$ cat src/rtl/oep_pkg.sv
`timescale 1ns/1ps
package oep_pkg;

    typedef enum logic [1:0] {
        HS_ACK   = 2'b00,
        HS_NAK   = 2'b01,
        HS_STALL = 2'b10
    } hs_code_e;

    // read-side field positions
    localparam int unsigned RD_FULL     = 0;
    localparam int unsigned RD_NONEMPTY = 1;
    localparam int unsigned RD_FLAG_LO  = 2;

    // write-one command positions
    localparam int unsigned WR_UNLOAD    = 5;
    localparam int unsigned WR_CLR_LO    = 6;
    localparam int unsigned WR_TOG_INIT  = 9;
    localparam int unsigned WR_FLUSH     = 10;
    localparam int unsigned CMD_TOP      = 10;

    // sticky flag indices
    localparam int unsigned NUM_FLAGS  = 3;
    localparam int unsigned FLAG_OVR   = 0;
    localparam int unsigned FLAG_STALL = 1;
    localparam int unsigned FLAG_DERR  = 2;

    typedef struct packed {
        logic     nak_pend;
        logic     hs_valid;
        hs_code_e hs_code;
        logic     store;
    } ctl_state_t;

endpackage

$ cat src/rtl/oep_fill.sv
`timescale 1ns/1ps
module oep_fill #(
    parameter int unsigned MAX_SETS = 2,
    localparam int unsigned CNT_W = $clog2(MAX_SETS + 1)
) (
    input  logic clk,
    input  logic rst_n,
    input  logic inc_req,
    input  logic dec_req,
    output logic full,
    output logic nonempty
);

    logic [CNT_W-1:0] cnt_d, cnt_q;
    logic             do_inc, do_dec;

    always_comb begin
        do_inc = inc_req && (cnt_q != CNT_W'(MAX_SETS));
        do_dec = dec_req && (cnt_q != '0);
        cnt_d  = cnt_q;
        if (do_inc && !do_dec) begin
            cnt_d = cnt_q + CNT_W'(1);
        end else if (!do_inc && do_dec) begin
            cnt_d = cnt_q - CNT_W'(1);
        end
    end

    always_ff @(posedge clk or negedge rst_n) begin
        if (!rst_n) begin
            cnt_q <= '0;
        end else begin
            cnt_q <= cnt_d;
        end
    end

    assign full     = (cnt_q == CNT_W'(MAX_SETS));
    assign nonempty = (cnt_q != '0);

endmodule

$ cat src/rtl/oep_sticky.sv
`timescale 1ns/1ps
module oep_sticky (
    input  logic clk,
    input  logic rst_n,
    input  logic set,
    input  logic clr,
    output logic flag
);

    logic flag_d, flag_q;

    always_comb begin
        flag_d = flag_q;
        if (clr) begin
            flag_d = 1'b0;
        end
        if (set) begin
            flag_d = 1'b1;
        end
    end

    always_ff @(posedge clk or negedge rst_n) begin
        if (!rst_n) begin
            flag_q <= 1'b0;
        end else begin
            flag_q <= flag_d;
        end
    end

    assign flag = flag_q;

endmodule

$ cat src/rtl/oep_seq.sv
`timescale 1ns/1ps
module oep_seq (
    input  logic clk,
    input  logic rst_n,
    input  logic advance,
    input  logic restart,
    output logic expect_pid
);

    logic pid_d, pid_q;

    always_comb begin
        pid_d = pid_q;
        if (advance) begin
            pid_d = ~pid_q;
        end
        if (restart) begin
            pid_d = 1'b0;
        end
    end

    always_ff @(posedge clk or negedge rst_n) begin
        if (!rst_n) begin
            pid_q <= 1'b0;
        end else begin
            pid_q <= pid_d;
        end
    end

    assign expect_pid = pid_q;

endmodule

$ cat src/rtl/out_ep_ctrl.sv
`timescale 1ns/1ps
module out_ep_ctrl
    import oep_pkg::*;
#(
    parameter int unsigned DATA_W = 16
) (
    input  logic              clk,
    input  logic              rst_n,
    input  logic              cfg_iso,
    input  logic              tok_start,
    input  logic              rx_done,
    input  logic              rx_pid,
    input  logic              rx_err,
    input  logic              rx_oversize,
    input  logic              reg_wr,
    input  logic [DATA_W-1:0] reg_wdata,
    output logic [DATA_W-1:0] reg_rdata,
    output logic              hs_valid,
    output logic [1:0]        hs_code,
    output logic              store
);

    // two data sets: the two-bit occupancy code depends on it
    localparam int unsigned NUM_SETS = 2;

    ctl_state_t st_d, st_q;

    logic full, nonempty, expect_pid;
    logic inc_req, dec_req, advance, restart;
    logic [NUM_FLAGS-1:0] flag_set, flag_clr, flag_q;
    logic unused_wbits;

    // ---------------- command decode ----------------
    always_comb begin
        dec_req = reg_wr && (reg_wdata[WR_UNLOAD] || reg_wdata[WR_FLUSH]);
        restart = reg_wr && reg_wdata[WR_TOG_INIT];
        for (int i = 0; i < int'(NUM_FLAGS); i++) begin
            flag_clr[i] = reg_wr && reg_wdata[WR_CLR_LO + i];
        end
    end

    assign unused_wbits = ^{reg_wdata[WR_UNLOAD-1:0], reg_wdata[DATA_W-1:CMD_TOP+1]};

    // ---------------- event decision ----------------
    always_comb begin
        st_d          = st_q;
        st_d.hs_valid = 1'b0;
        st_d.hs_code  = HS_ACK;
        st_d.store    = 1'b0;
        inc_req       = 1'b0;
        advance       = 1'b0;
        flag_set      = '0;

        if (rx_oversize) begin
            st_d.hs_valid         = 1'b1;
            st_d.hs_code          = HS_STALL;
            flag_set[FLAG_STALL]  = 1'b1;
            st_d.nak_pend         = 1'b0;
        end else if (rx_err) begin
            flag_set[FLAG_DERR]   = cfg_iso;
            st_d.nak_pend         = 1'b0;
        end else if (rx_done) begin
            if (cfg_iso) begin
                inc_req    = !full;
                st_d.store = !full;
            end else if (st_q.nak_pend || full) begin
                st_d.hs_valid = 1'b1;
                st_d.hs_code  = HS_NAK;
            end else begin
                st_d.hs_valid = 1'b1;
                st_d.hs_code  = HS_ACK;
                if (rx_pid == expect_pid) begin
                    inc_req    = 1'b1;
                    st_d.store = 1'b1;
                    advance    = 1'b1;
                end
            end
            st_d.nak_pend = 1'b0;
        end

        if (tok_start) begin
            if (cfg_iso) begin
                flag_set[FLAG_OVR] = full;
                st_d.nak_pend      = 1'b0;
            end else begin
                st_d.nak_pend      = full;
            end
        end
    end

    always_ff @(posedge clk or negedge rst_n) begin
        if (!rst_n) begin
            st_q <= '{nak_pend: 1'b0, hs_valid: 1'b0, hs_code: HS_ACK, store: 1'b0};
        end else begin
            st_q <= st_d;
        end
    end

    // ---------------- state holders ----------------
    oep_fill #(.MAX_SETS(NUM_SETS)) u_fill (
        .clk      (clk),
        .rst_n    (rst_n),
        .inc_req  (inc_req),
        .dec_req  (dec_req),
        .full     (full),
        .nonempty (nonempty)
    );

    oep_seq u_seq (
        .clk        (clk),
        .rst_n      (rst_n),
        .advance    (advance),
        .restart    (restart),
        .expect_pid (expect_pid)
    );

    for (genvar g = 0; g < int'(NUM_FLAGS); g++) begin : g_flag
        oep_sticky u_flag (
            .clk   (clk),
            .rst_n (rst_n),
            .set   (flag_set[g]),
            .clr   (flag_clr[g]),
            .flag  (flag_q[g])
        );
    end

    // ---------------- outputs ----------------
    always_comb begin
        reg_rdata                                 = '0;
        reg_rdata[RD_FULL]                        = full;
        reg_rdata[RD_NONEMPTY]                    = nonempty;
        reg_rdata[RD_FLAG_LO +: NUM_FLAGS]        = flag_q;
    end

    assign hs_valid = st_q.hs_valid;
    assign hs_code  = st_q.hs_code;
    assign store    = st_q.store;

endmodule

$ cat config.mk
export PLATFORM = sky130hd
export DESIGN_NAME = out_ep_ctrl
export DESIGN_NICKNAME = d
export VERILOG_FILES = /design/src/rtl/oep_pkg.sv /design/src/rtl/oep_fill.sv /design/src/rtl/oep_sticky.sv /design/src/rtl/oep_seq.sv /design/src/rtl/out_ep_ctrl.sv
export SDC_FILE = /design/constraint.sdc
export NUM_CORES = 1
export LEC_CHECK = 0
export ABC_AREA = 1
export BUFFER_PORTS_ARGS = -buffer_cell sky130_fd_sc_hd__buf_2
export CAP_MARGIN = 40
export CORE_MARGIN = 1
export CORE_UTILIZATION = 41
export CTS_CLUSTER_DIAMETER = 100
export DETAILED_ROUTE_END_ITERATION = 10
export PLACE_DENSITY = 0.78
export REMOVE_ABC_BUFFERS = 1
export SLEW_MARGIN = 20
export SYNTH_ARGS = -nofsm -noshare
export SYNTH_HDL_FRONTEND = slang
export SYNTH_HIERARCHICAL = 1
export SYNTH_SLANG_ARGS = --single-unit
export TNS_END_PERCENT = 100
$ cat constraint.sdc
create_clock -name clk -period 2.08 [get_ports clk]
set_input_delay 0.208 -clock clk [delete_from_list [all_inputs] [get_ports clk]]
set_output_delay 0.208 -clock clk [all_outputs]
set_load 0.005 [all_outputs]
* After elaboration in Yosys (flattened, before gate mapping)
Index checks and enable logic that the tools add are counted.
** Word-level totals
- Bits in registers :: 11
- Output and inout bits :: 20
- Word-level logic and storage cells :: 70
** Cells by class
- Add/sub/neg operators :: 2
- Equal/unequal tests :: 3
- Muxes and demuxes :: 34
- Bitwise operators :: 1
- Reduce and logical (&&, ||, !) cells :: 21
** Operator list (number)
- 1-bit 2-to-1 mux :: 28
- 2-bit nonzero test :: 6
- 1-bit logical AND :: 9
- 4-bit 2-to-1 mux :: 2
- 5-bit 2-to-1 mux :: 1
- 2-bit 2-to-1 mux :: 2
- 4-bit nonzero test :: 1
- 1-bit zero test :: 3
- 3-bit 2-to-1 mux :: 1
- 2-bit by 1-bit adder with 2-bit output, second input constant :: 1
- 2-bit equality test, second input constant :: 1
- 1-bit logical OR :: 2
- 2-bit != test, second input constant :: 1
- 2-bit by 1-bit subtractor with 2-bit output, second input constant :: 1
- 1-bit equality test :: 1
- 1-bit inverter :: 1

* Longest topological paths before layout
Gate-level depths: netlist of the first run.
- Depth in word-level cells :: 12
- Mapped depth :: 13
- Depth with buffers taken out :: 13

* Hierarchy
Netlist of the first run, hierarchy kept.
** By module, submodules not included
- out_ep_ctrl :: times used 1, cells an instance 53, area an instance 397.9 µm²
- oep_fill :: times used 1, cells an instance 23, area an instance 143.9 µm²
- oep_sticky :: times used 3, cells an instance 5, area an instance 40.0 µm²
- oep_seq :: times used 1, cells an instance 6, area an instance 43.8 µm²

* Least setup slack after synthesis of the first run
OpenSTA, ideal clock, no wires.
- Path kind :: register to register
- Start :: register u_fill.cnt_q[0]
- End :: register u_fill.cnt_q[1]
- Library setup time :: 0.116 ns
- Data arrival time :: 1.552 ns
- Required time :: 1.964 ns
- Setup slack :: 0.412 ns
- Stages on the path, launching flop included :: 13
- Path buffers :: 0
- Clock period less this slack :: 1.668 ns
- Cell sequence :: dfrtp_1 -> nor2_1 -> nand2_1 -> nand3_1 -> a21oi_2 -> inv_1 -> nor2_1 -> ha_1 -> clkinv_2 -> nand2_1 -> nand2_1 -> nand3_1 -> nand2_1
** Between the ends
- Word-level cells in the longest chain between the ends :: 11
- Elaborated cells between the ends (all ways) :: 21
- Those cells by class :: 2 x add/sub; 2 x eq/ne; 7 x mux; 10 x reduce/logical
** RTL lines
- from (decl) :: RTL line oep_fill.sv:14 : logic [CNT_W-1:0] cnt_d, cnt_q;
- from (signal assigned) :: RTL line oep_fill.sv:32 : cnt_q <= cnt_d;
- 2-bit equality test * :: RTL line oep_fill.sv:36 : assign full = (cnt_q == CNT_W'(MAX_SETS));
- named net full :: RTL line out_ep_ctrl.sv:28 : logic full, nonempty, expect_pid;
- 1-bit logical OR :: RTL line out_ep_ctrl.sv:66 : end else if (st_q.nak_pend || full) begin
- 1-bit 2-to-1 mux :: RTL line out_ep_ctrl.sv:66
- 1-bit 2-to-1 mux * :: RTL line out_ep_ctrl.sv:63 : if (cfg_iso) begin
- 1-bit 2-to-1 mux * :: RTL line out_ep_ctrl.sv:62 : end else if (rx_done) begin
- 1-bit 2-to-1 mux * :: RTL line out_ep_ctrl.sv:59 : end else if (rx_err) begin
- 1-bit 2-to-1 mux * :: RTL line out_ep_ctrl.sv:54 : if (rx_oversize) begin
- named net inc_req :: RTL line out_ep_ctrl.sv:29 : logic inc_req, dec_req, advance, restart;
- 1-bit logical AND * :: RTL line oep_fill.sv:18 : do_inc = inc_req && (cnt_q != CNT_W'(MAX_SETS));
- 1-bit zero test :: RTL line oep_fill.sv:23 : end else if (!do_inc && do_dec) begin
- 1-bit logical AND :: RTL line oep_fill.sv:23
- 2-bit nonzero test (no line)
Mark *: on every way through the listed nets, which the timed path passes. The rest lies on a longest branch. The select of a mux whose other input is x is not followed.
A chain may end at the register's enable or synchronous reset.

* Final worst setup path of the first run
- Start :: register u_fill.cnt_q[0]
- End :: register u_fill.cnt_q[1]
** Between the ends
- Word-level cells in the longest chain between the ends :: 11
- Elaborated cells between the ends (all ways) :: 21
- Those cells by class :: 2 x add/sub; 2 x eq/ne; 7 x mux; 10 x reduce/logical
** RTL lines (RTL line)
- 2-bit equality test * :: oep_fill.sv:36
- 1-bit logical OR :: out_ep_ctrl.sv:66
- 1-bit 2-to-1 mux :: out_ep_ctrl.sv:66
- 1-bit 2-to-1 mux * :: out_ep_ctrl.sv:63
- 1-bit 2-to-1 mux * :: out_ep_ctrl.sv:62
- 1-bit 2-to-1 mux * :: out_ep_ctrl.sv:59
- 1-bit 2-to-1 mux * :: out_ep_ctrl.sv:54
- named net inc_req :: out_ep_ctrl.sv:29
- 1-bit logical AND * :: oep_fill.sv:18
- 1-bit zero test :: oep_fill.sv:23
- 1-bit logical AND :: oep_fill.sv:23
- 2-bit nonzero test (no line)
Marked as above.

==> run_results.csv, run 1 <==
group,metric,value,unit
status,status,"finished with violations",
status,failed_checks,"DRC",
power,finalPower,660,uW
setup_path,crit_fanout,5,
logic_synthesis,ys_types,18,
clock_network,cts_sinks,11,
die,pin_count,45,
final_layout,regArea,275,um^2
grt,grt.total_usage,14.3,%
routing,drt-vias-per-instance,4.44,
routing,drt_iter0_markers,30,
timing,fmax,535,MHz
die,initial_core_util,45.3,%
timing,fin_crit_sh,89.9,%
clock_network,clock-root-buffer,"clkbuf_4",
timing,rsz0062_at_grt,"no",
timing,setup_tns,0,ns
min_path,hp-class,"in -> reg",
die,core,0.00156,mm^2
setup_path,worstReg2RegStart,"u_fill/cnt_q[0]",
setup_path,start_kind,"flip-flop",
timing,hold_viol,0,
min_path,hold-path-endpoint,"hs_code[1]",
place,hpwl,1000,um
final_layout,drive_gt1_share,28.3,%
routing,ant_nets,0,
logic_synthesis,synth_top_area_cell,"dfrtp_1",
timing,setup_viol,0,
logic_synthesis,yosysWarnings,6,
setup_path,r2r_slack,0.21,ns
grt,grt_pass1_wl,1950,um
logic_synthesis,yosys-top-cells-count,"nand2_1, inv_1, buf_4",
setup_path,rr_worst_depth,12,
routing,drtPass1Iterations,7,
min_path,min_from,"rx_oversize",
final_layout,n_antenna_cell,0,
routing,drcViolationCount,8,
timing,fin_skew,0.000891,ns
clock_network,htreeDepth,1,
logic_synthesis,synth-async-reset-ratio,100,%
setup_path,startpoint,"u_fill/cnt_q[0]",
die,die_h,43.5,um
logic_synthesis,ys_ff_latch,11,
clock_network,cts_tree,"yes",
logic_synthesis,synth_top_area_share,39.0,%
setup_path,path_class,"reg -> reg",
clock_network,cts.path.max_buffers,2,
grt,overflow,0,
die,die_x,43.5,um
routing,routedWlPerCell,9.27,um
logic_synthesis,yosysSeqAreaShare,39.0,%
logic_synthesis,ys.flop_type,"dfrtp_1",
setup_path,crit_arrival,2.03,ns
die,die_area,0.00189,mm^2
final_layout,fillers,158,
final_layout,multi_input_area,275,um^2
power,power_density,822,mW/mm^2
routing,drt_wl_total,1260,um
die,rows,14,
timing,slew_violations,0,
grt,antenna_found_initial,0,
clock_network,clk_latency,0.26,ns
timing,fin_crit,1.87,ns
setup_path,end_kind,"flip-flop",
logic_synthesis,yosysMostFrequentCell,"nand2_1",
run,cap_violations,0,
logic_synthesis,syn_area,706,um^2
final_layout,syn2layout_area_growth,13.7,%
grt,grt_max_degree,12,
routing,vias,604,
min_path,hold_depth,1,
setup_path,required,2.24,ns
grt,grt_pass1_vias,499,
power,vdd_drop_max,0.000522,V
clock_network,postCtsSetupBuffers,0,
logic_synthesis,syn_area_per_cell,7.28,um^2
clock_network,cts_buffers,3,
clock_network,path_clk_slew,0.07,ns
logic_synthesis,ys_top_cells_by_area,"dfrtp_1, buf_4, nand2_1",
setup_path,r2r_end,"u_fill/cnt_q[1]",
power,power.leakage,0.000498,uW
logic_synthesis,synth_edf_count,0,
final_layout,nets,147,
place,gp_congestion,0.832,
logic_synthesis,syn-instance-count,97,
place,numPortBuffers,23,
timing,hold_slack,0.133,ns
## metal layers
layer	part of all wire (%)	global-route usage (%)
met1	39	15.4
met2	52	26.1
met3	8.8	4.17
met4	0	5.63
met5	0	0
## cell type report
type / instances / share of cell area [%]
sequential: 11 / 34.3
clock buffer: 4 / 3.28
tap: 16 / 2.50
inverter: 21 / 9.98
timing repair buffer: 24 / 15.6
multi-input combinational: 60 / 34.3
## timing repair
item | in CTS | in global routing
hold endpoints to repair | 11 | 0
gates resized for setup | 0 | 0
hold buffers | 1 | 0
endpoints found under the setup margin | 0 | 0
## cell usage in the layout, fill, tap and decap left out
cell type,synthesis,layout
a21oi_2,1,1
a31o_2,1,1
buf_2,0,23
clkbuf_1,0,1
clkbuf_4,0,3
clkinv_2,1,1
conb_1,1,11
dfrtp_1,11,11
dlygate4sd3_1,0,1
ha_1,1,1
inv_1,19,19
inv_2,1,1
nand2_1,26,26
nand2_2,1,1
nand3_1,6,6
nand3_2,1,1
nor2_1,8,8
nor2_2,1,1
nor2_4,1,1
nor3_1,1,1
o21a_1,1,1
## power breakdown
group	leakage, uW	switching, uW	internal [uW]
Sequential	0.000138	27.4	254
Clock	0.0000150	67.0	74.1
Combinational	0.000345	145	92.1
Total	0.000498	239	421
## per-stage QoR
stage	std cells	worst slack (ns)	util, %	cell area, um^2
after floorplan	92	0.372	-	631
after global placement	131	0.298	49.1	766
after detailed placement	131	0.228	49.1	766
after CTS	136	0.213	51.4	802
after global routing	136	0.0262	51.4	802
final	136	0.210	51.4	802
## how the worst max path moves through the flow
stage | end | cells past startpoint
2_1_floorplan | u_fill/cnt_q[1] | 12
3_3_place_gp | u_fill/cnt_q[1] | 12
3_5_place_dp | u_fill/cnt_q[1] | 12
4_1_cts | u_fill/cnt_q[1] | 12
5_1_grt | u_fill/cnt_q[1] | 12
6_report | u_fill/cnt_q[1] | 12
## registers in the layout, indices dropped and copies added, names as in the netlist
register and count:
hs_code 2, u_fill/cnt_q 2, g_flag.u_flag/flag 3, hs_valid 1, store 1, u_seq/expect_pid 1, st_q 1
## worst max-delay path, cell delays in order, from the launching register on
cell      delay (ns)
dfrtp_1         0.42
nor2_1          0.31
nand2_1         0.12
nand3_1         0.12
a21oi_2         0.04
inv_1           0.05
nor2_1          0.04
ha_1            0.32
clkinv_2        0.07
nand2_1         0.08
nand2_1         0.07
nand3_1         0.07
nand2_1         0.05
## kinds of logic (layout without fill, tap and decap cells)
logic type / count (synthesis) / after routing / synth area share, %
other: 1 / 11 / 0.531
AND/OR/NAND/NOR: 45 / 45 / 27.8
buffers and inverters: 36 / 49 / 27.3
adder cells (fa/ha/maj): 1 / 1 / 1.77
flip-flops: 11 / 11 / 39.0
AO/OA/AOI/OAI: 3 / 3 / 3.55
(Power assumes the default switching activity.)
==> run 2: changes to the inputs <==
- ABC_AREA: 1 -> unset
- CORE_UTILIZATION: 41 -> 39
- PLACE_DENSITY: 0.78 -> 0.77
==> run 2 against run 1 <==
The run now ends clean; critical path depth shrank 6; largest cell class unchanged; clock skew rose by 0.0026 ns; count of clock-buffer cells in the layout is the same; setup slack worse by 0.018 ns; synthesized area decreased by 11%; utilization is 3.2 points lower.
==> run_results.csv, run 2 <==
group,metric,value,unit
place,gp_congestion,0.793,
place,numPortBuffers,23,
setup_path,crit_arrival,2.09,ns
timing,setup_tns,0,ns
power,switching_share,31.9,%
clock_network,cts.path.max_buffers,2,
routing,drt-vias-per-instance,4.39,
setup_path,r2r_end,"u_fill/cnt_q[1]",
die,pin_count,45,
logic_synthesis,synth-async-reset-ratio,100,%
clock_network,clk_latency,0.27,ns
logic_synthesis,synthMuxAreaShare,0,%
grt,antenna_found_initial,0,
setup_path,r2r_slack,0.19,ns
timing,setup_slack,0.192,ns
setup_path,path_class,"reg -> reg",
final_layout,n_antenna_cell,0,
setup_path,rr_worst_depth,6,
routing,ant_nets,0,
grt,grt.total_usage,13.3,%
final_layout,nets,116,
clock_network,htreeDepth,1,
logic_synthesis,synth-compound-area-share,7.54,%
timing,setup_viol,0,
die,die_h,42.2,um
logic_synthesis,syn-instance-count,66,
grt,overflow,0,
status,status,"complete, no violations",
routing,drt_wl_total,1070,um
min_path,hp-class,"in -> reg",
routing,drt_iter0_markers,11,
timing,fin_crit,1.89,ns
final_layout,stdcell_count,105,
die,core,0.00151,mm^2
routing,vias,461,
logic_synthesis,synthAdderAreaFrac,1.98,%
logic_synthesis,ys_ff_latch,11,
min_path,min_from,"rx_oversize",
power,power.leakage,0.000398,uW
timing,hold_viol,0,
setup_path,worstReg2RegStart,"u_fill/cnt_q[0]",
min_path,hold-path-endpoint,"hs_code[1]",
grt,grt_pass1_wl,1750,um
final_layout,largest_reg_flops,3,
die,rows,14,
setup_path,crit_fanout,6,
timing,fmax,530,MHz
run,cap_violations,0,
setup_path,required,2.28,ns
logic_synthesis,yosysMostFrequentCell,"buf_4",
place,place_ws,0.218,ns
power,power_density,879,mW/mm^2
clock_network,cts_sinks,11,
logic_synthesis,synthSimpleGateAreaFrac,19.0,%
final_layout,final_common_cell,"buf_2",
clock_network,clock-root-buffer,"clkbuf_4",
clock_network,cts_buffers,3,
logic_synthesis,synth_edf_count,0,
logic_synthesis,syn_area_per_cell,9.55,um^2
logic_synthesis,syn_area,631,um^2
final_layout,drive_gt1_share,31.5,%
timing,fin_crit_sh,90.8,%
power,clkPwrFrac,23.5,%
routing,drcViolationCount,0,
grt,grt_max_degree,12,
power,p_int,435,uW
clock_network,path_clk_slew,0.07,ns
power,vdd_drop_max,0.000463,V
logic_synthesis,synth_top_area_cell,"dfrtp_1",
power,seq_power_share,45.1,%
clock_network,cts_tree,"yes",
power,switchingPower,204,uW
setup_path,start_kind,"flip-flop",
place,placed_cells,100,
timing,slew_violations,0,
logic_synthesis,ys_top_cells_by_area,"dfrtp_1, buf_4, xnor2_1",
logic_synthesis,ys_types,24,
grt,grt_pass1_vias,407,
timing,rsz0062_at_grt,"no",
logic_synthesis,yosys-top-cells-count,"buf_4, dfrtp_1, nor2_1",
timing,fin_skew,0.00345,ns
min_path,hold_depth,1,
logic_synthesis,synthXorXnorAreaFrac,6.94,%
logic_synthesis,yosysWarnings,6,
logic_synthesis,yosysSeqAreaShare,43.7,%
final_layout,syn2layout_area_growth,15.3,%
final_layout,final_cell_mix,"buf_2, conb_1, dfrtp_1",
die,die_area,0.00178,mm^2
logic_synthesis,synth_top_family_by_area,"buffers and inverters",
routing,routedWlPerCell,10.2,um
power,finalPower,639,uW
setup_path,end_kind,"flip-flop",
logic_synthesis,ys.flop_type,"dfrtp_1",
die,die_x,42.2,um
power,p_comb_share,31.5,%
logic_synthesis,synth_top_area_share,43.7,%
clock_network,post_cts_resized,0,
routing,drtPass1Iterations,2,
timing,hold_slack,0.123,ns
place,hpwl,846,um
die,initial_core_util,41.9,%
-- run 2: cell count changes in the layout (fill, tap and decap cells not counted), moves of 3 or more --
cell	before	now
inv_1	19	4
nand2_1	26	3
nand3_1	6	0
a21o_1	0	3
and2_1	0	4
xnor2_1	0	3
-- run 2: layout make-up --
| type | instances | area (um^2) |
|---|---|---|
| Tap cell | 16 | 20.0 |
| Inverter | 4 | 15.0 |
| Fill cell | 162 | 779 |
| Multi-Input combinational cell | 46 | 265 |
| Timing Repair Buffer | 24 | 125 |
| Clock buffer | 4 | 26.3 |
| Sequential cell | 11 | 275 |
-- run 2: cell families after synthesis --
logic type	Yosys count
and+or+nand+nor	22
other	1
DFF	11
adders and majority gates	1
buffers and inverters	19
xor gates and xnor gates	5
AOI/OAI and AO/OA	7
-- run 2: critical path, cell delays in order, from the launching register on --
cell and delay, ns:
dfrtp_1 0.41, and2b_2 0.28, nor4_1 0.32, nor2b_1 0.21
ha_1 0.28, nor2_1 0.15, xor2_1 0.16
-- run 2: through the flow --
stage	utilization, %	cell area [um^2]
6_report	48.3	727
3_5_place_dp	45.8	691
4_1_cts	48.3	727
2_1_floorplan	-	556
3_3_place_gp	45.8	691
5_1_grt	48.3	727
-- run 2: power by group through the flow --
| stage | Combinational, uW | Clock, uW | Sequential [uW] |
|---|---|---|---|
| finish | 201 | 150 | 288 |
| global route | 227 | 164 | 294 |
| CTS | 201 | 152 | 289 |
| detailed placement | 198 | 0 | 293 |
| global placement | 193 | 0 | 290 |
| floorplan | 125 | 0 | 289 |
-- run 2: repair_timing --
action                                 in CTS  in global routing
hold buffers                                1                  0
setup buffers                               0                  0
endpoints found under the hold margin      11                  0
setup endpoints to repair                   0                  0
-- run 2: worst max-delay path by stage --
stage                      endpoint            start  depth (start not counted)
finish              u_fill/cnt_q[1]  u_fill/cnt_q[0]                          6
global route        u_fill/cnt_q[1]  u_fill/cnt_q[0]                          6
CTS                 u_fill/cnt_q[1]  u_fill/cnt_q[0]                          7
detailed placement  u_fill/cnt_q[1]  u_fill/cnt_q[0]                          7
global placement    u_fill/cnt_q[1]  u_fill/cnt_q[0]                          7
floorplan           u_fill/cnt_q[1]  u_fill/cnt_q[0]                          7
-- run 2: layer usage --
metal / global-route usage (%) / wire length (um) / up-vias
met1: 16.9 / 484 / 204
met2: 20.9 / 481 / 25
met5: 0 / 0 / -
met3: 2.59 / 84 / 3
li1: - / - / 229
met4: 7.50 / 21 / 0
==> run 3: changes to the inputs <==
- GPL_ROUTABILITY_DRIVEN: unset -> 0
- SYNTH_HIERARCHICAL: 1 -> unset
==> run 3 against run 2 <==
Die area up 0.76%; critical path depth unchanged; register-to-register slack better by 0.14 ns; clock skew about the same; flip-flop and latch count unchanged; critical path type unchanged; largest power group unchanged; highest routed layer unchanged.
==> run_results.csv, run 3 <==
group,metric,value,unit
power,power_density,893,mW/mm^2
logic_synthesis,syn-instance-count,64,
logic_synthesis,yosysMostFrequentCell,"buf_4",
clock_network,cts_buffers,3,
clock_network,clk_latency,0.26,ns
setup_path,path_class,"reg -> reg",
final_layout,final_cell_mix,"buf_2, conb_1, dfrtp_1",
grt,grt_pass1_wl,1860,um
timing,fin_skew,0.00314,ns
power,clkPwrFrac,22.4,%
logic_synthesis,yosysSeqAreaShare,43.3,%
logic_synthesis,ys_ff_latch,11,
die,die_h,42.4,um
routing,drt_wl_total,1110,um
final_layout,final_common_cell,"buf_2",
logic_synthesis,ys_top_cells_by_area,"dfrtp_1, buf_4, nand2_1",
final_layout,drive_gt1_share,33.7,%
timing,setup_tns,0,ns
logic_synthesis,synth_top_area_cell,"dfrtp_1",
grt,overflow,0,
setup_path,crit_fanout,8,
logic_synthesis,ys_types,27,
routing,drt_iter0_markers,4,
timing,slew_violations,0,
grt,grt_max_degree,12,
min_path,hp-class,"in -> reg",
power,switching_share,31.9,%
logic_synthesis,syn_area_per_cell,9.93,um^2
logic_synthesis,synth_edf_count,0,
power,vdd_drop_max,0.000413,V
clock_network,postCtsSetupBuffers,0,
timing,relSlewSlack,64.0,%
timing,rsz0062_at_grt,"no",
clock_network,cts_sinks,11,
timing,fin_crit_sh,83.8,%
status,status,"complete, no violations",
die,die_x,42.4,um
setup_path,required,2.27,ns
place,numPortBuffers,23,
grt,antenna_found_initial,0,
final_layout,nets,110,
routing,ant_nets,0,
grt,grt.total_usage,14.0,%
grt,grt_pass1_vias,441,
logic_synthesis,yosysWarnings,0,
clock_network,cts_tree,"yes",
clock_network,path_clk_slew,0.07,ns
routing,drtPass1Iterations,4,
routing,drt-vias-per-instance,4.74,
setup_path,crit_arrival,1.93,ns
timing,hold_viol,0,
logic_synthesis,yosys-top-cells-count,"buf_4, dfrtp_1, nand2_1",
final_layout,largest_reg_flops,3,
power,p_comb_share,31.3,%
power,p_int,429,uW
logic_synthesis,synth-async-reset-ratio,100,%
timing,setup_viol,0,
timing,fmax,573,MHz
die,pin_count,45,
timing,fin_crit,1.74,ns
place,hpwl,855,um
clock_network,htreeDepth,1,
place,place_ws,0.373,ns
timing,tightest_slew,0.539,ns
clock_network,cts.path.max_buffers,2,
routing,vias,469,
die,rows,14,
logic_synthesis,syn_area,636,um^2
final_layout,n_antenna_cell,0,
power,power.leakage,0.000362,uW
logic_synthesis,ys.flop_type,"dfrtp_1",
logic_synthesis,synth_top_area_share,43.3,%
run,cap_violations,0,
setup_path,end_kind,"flip-flop",
setup_path,start_kind,"flip-flop",
die,initial_core_util,42.2,%
final_layout,syn2layout_area_growth,11.0,%
routing,routedWlPerCell,11.2,um
routing,drcViolationCount,0,
power,switchingPower,201,uW
power,seq_power_share,46.2,%
die,die_area,0.00180,mm^2
clock_network,clock-root-buffer,"clkbuf_4",
timing,setup_slack,0.336,ns
die,core,0.00151,mm^2
==> run 3: cell types whose count changed after synthesis, moves of 2 or more <==
cell     previous run  this run
and2_1              4         0
nor2_1              6         3
inv_1               4         2
buf_4              15        18
nand2_1             3         5
a21o_1              3         1
==> run 3: path summary, 6_finish.rpt <==
path / slack [ns] / start / endpoint / depth (start not counted)
max: 0.34 / u_fill.cnt_q[0] / u_fill.cnt_q[1] / 6
max reg2reg: 0.34 / u_fill.cnt_q[0] / u_fill.cnt_q[1] / 6
max in group asynchronous: 1.54 / rst_n / u_seq.expect_pid / 2
min reg2reg: 0.48 / g_flag[2].u_flag.flag / g_flag[2].u_flag.flag / 2
min in group asynchronous: 0.34 / rst_n / g_flag[0].u_flag.flag / 2
min: 0.14 / tok_start / st_q[4] / 2
==> run 3: cell families after synthesis <==
logic type | Yosys count | synth area share, %
other | 1 | 0.590
xor gates and xnor gates | 4 | 5.51
buffers and inverters | 21 | 23.0
DFF | 11 | 43.3
AOI/OAI and AO/OA | 8 | 9.05
and+or+nand+nor | 18 | 16.5
adders and majority gates | 1 | 1.97
==> run 3: final cells by class <==
type / instances / area [um^2]
Timing Repair Buffer: 24 / 125
Fill cell: 159 / 801
Sequential cell: 11 / 275
Multi-Input combinational cell: 42 / 251
Clock buffer: 4 / 26.3
Inverter: 2 / 7.51
Tap cell: 16 / 20.0
==> run 3: metrics by stage <==
step           instances  utilization [%]  area, um^2  hold WS (ns)  power (uW)
2_1_floorplan         55                -         534       -0.0876         408
3_3_place_gp          94             44.4         669        0.0867         479
3_5_place_dp          94             44.4         669        0.0895         491
4_1_cts               99             46.8         706         0.128         641
5_1_grt               99             46.8         706         0.132         682
6_report              99             46.8         706         0.140         630
==> run 3: power by group through the flow <==
stage	clock network (uW)	logic [uW]	registers [uW]
2_1_floorplan	0	117	291
3_3_place_gp	0	186	293
3_5_place_dp	0	195	296
4_1_cts	151	198	292
5_1_grt	158	225	299
6_report	141	197	291
==> run 3: per-layer routing <==
metal | GRT usage, % | wire, um | up-vias
met1 | 16.3 | 451 | 216
met3 | 2.59 | 77 | 2
met2 | 24.0 | 573 | 26
li1 | - | - | 225
met5 | 0 | 0 | -
met4 | 7.50 | 9 | 0
==> run 3: timing repair <==
item / CTS / global route
endpoints found under the hold margin: 11 / 0
hold buffers: 1 / 0
resized for setup: 0 / 0
==> run 3: critical path: stages, from the launching register on <==
cell and delay (ns):
dfrtp_1 0.43, nor2b_1 0.46, nor4_1 0.14, ha_1 0.23, xor2_1 0.14, nor2_1 0.12, xor2_1 0.15
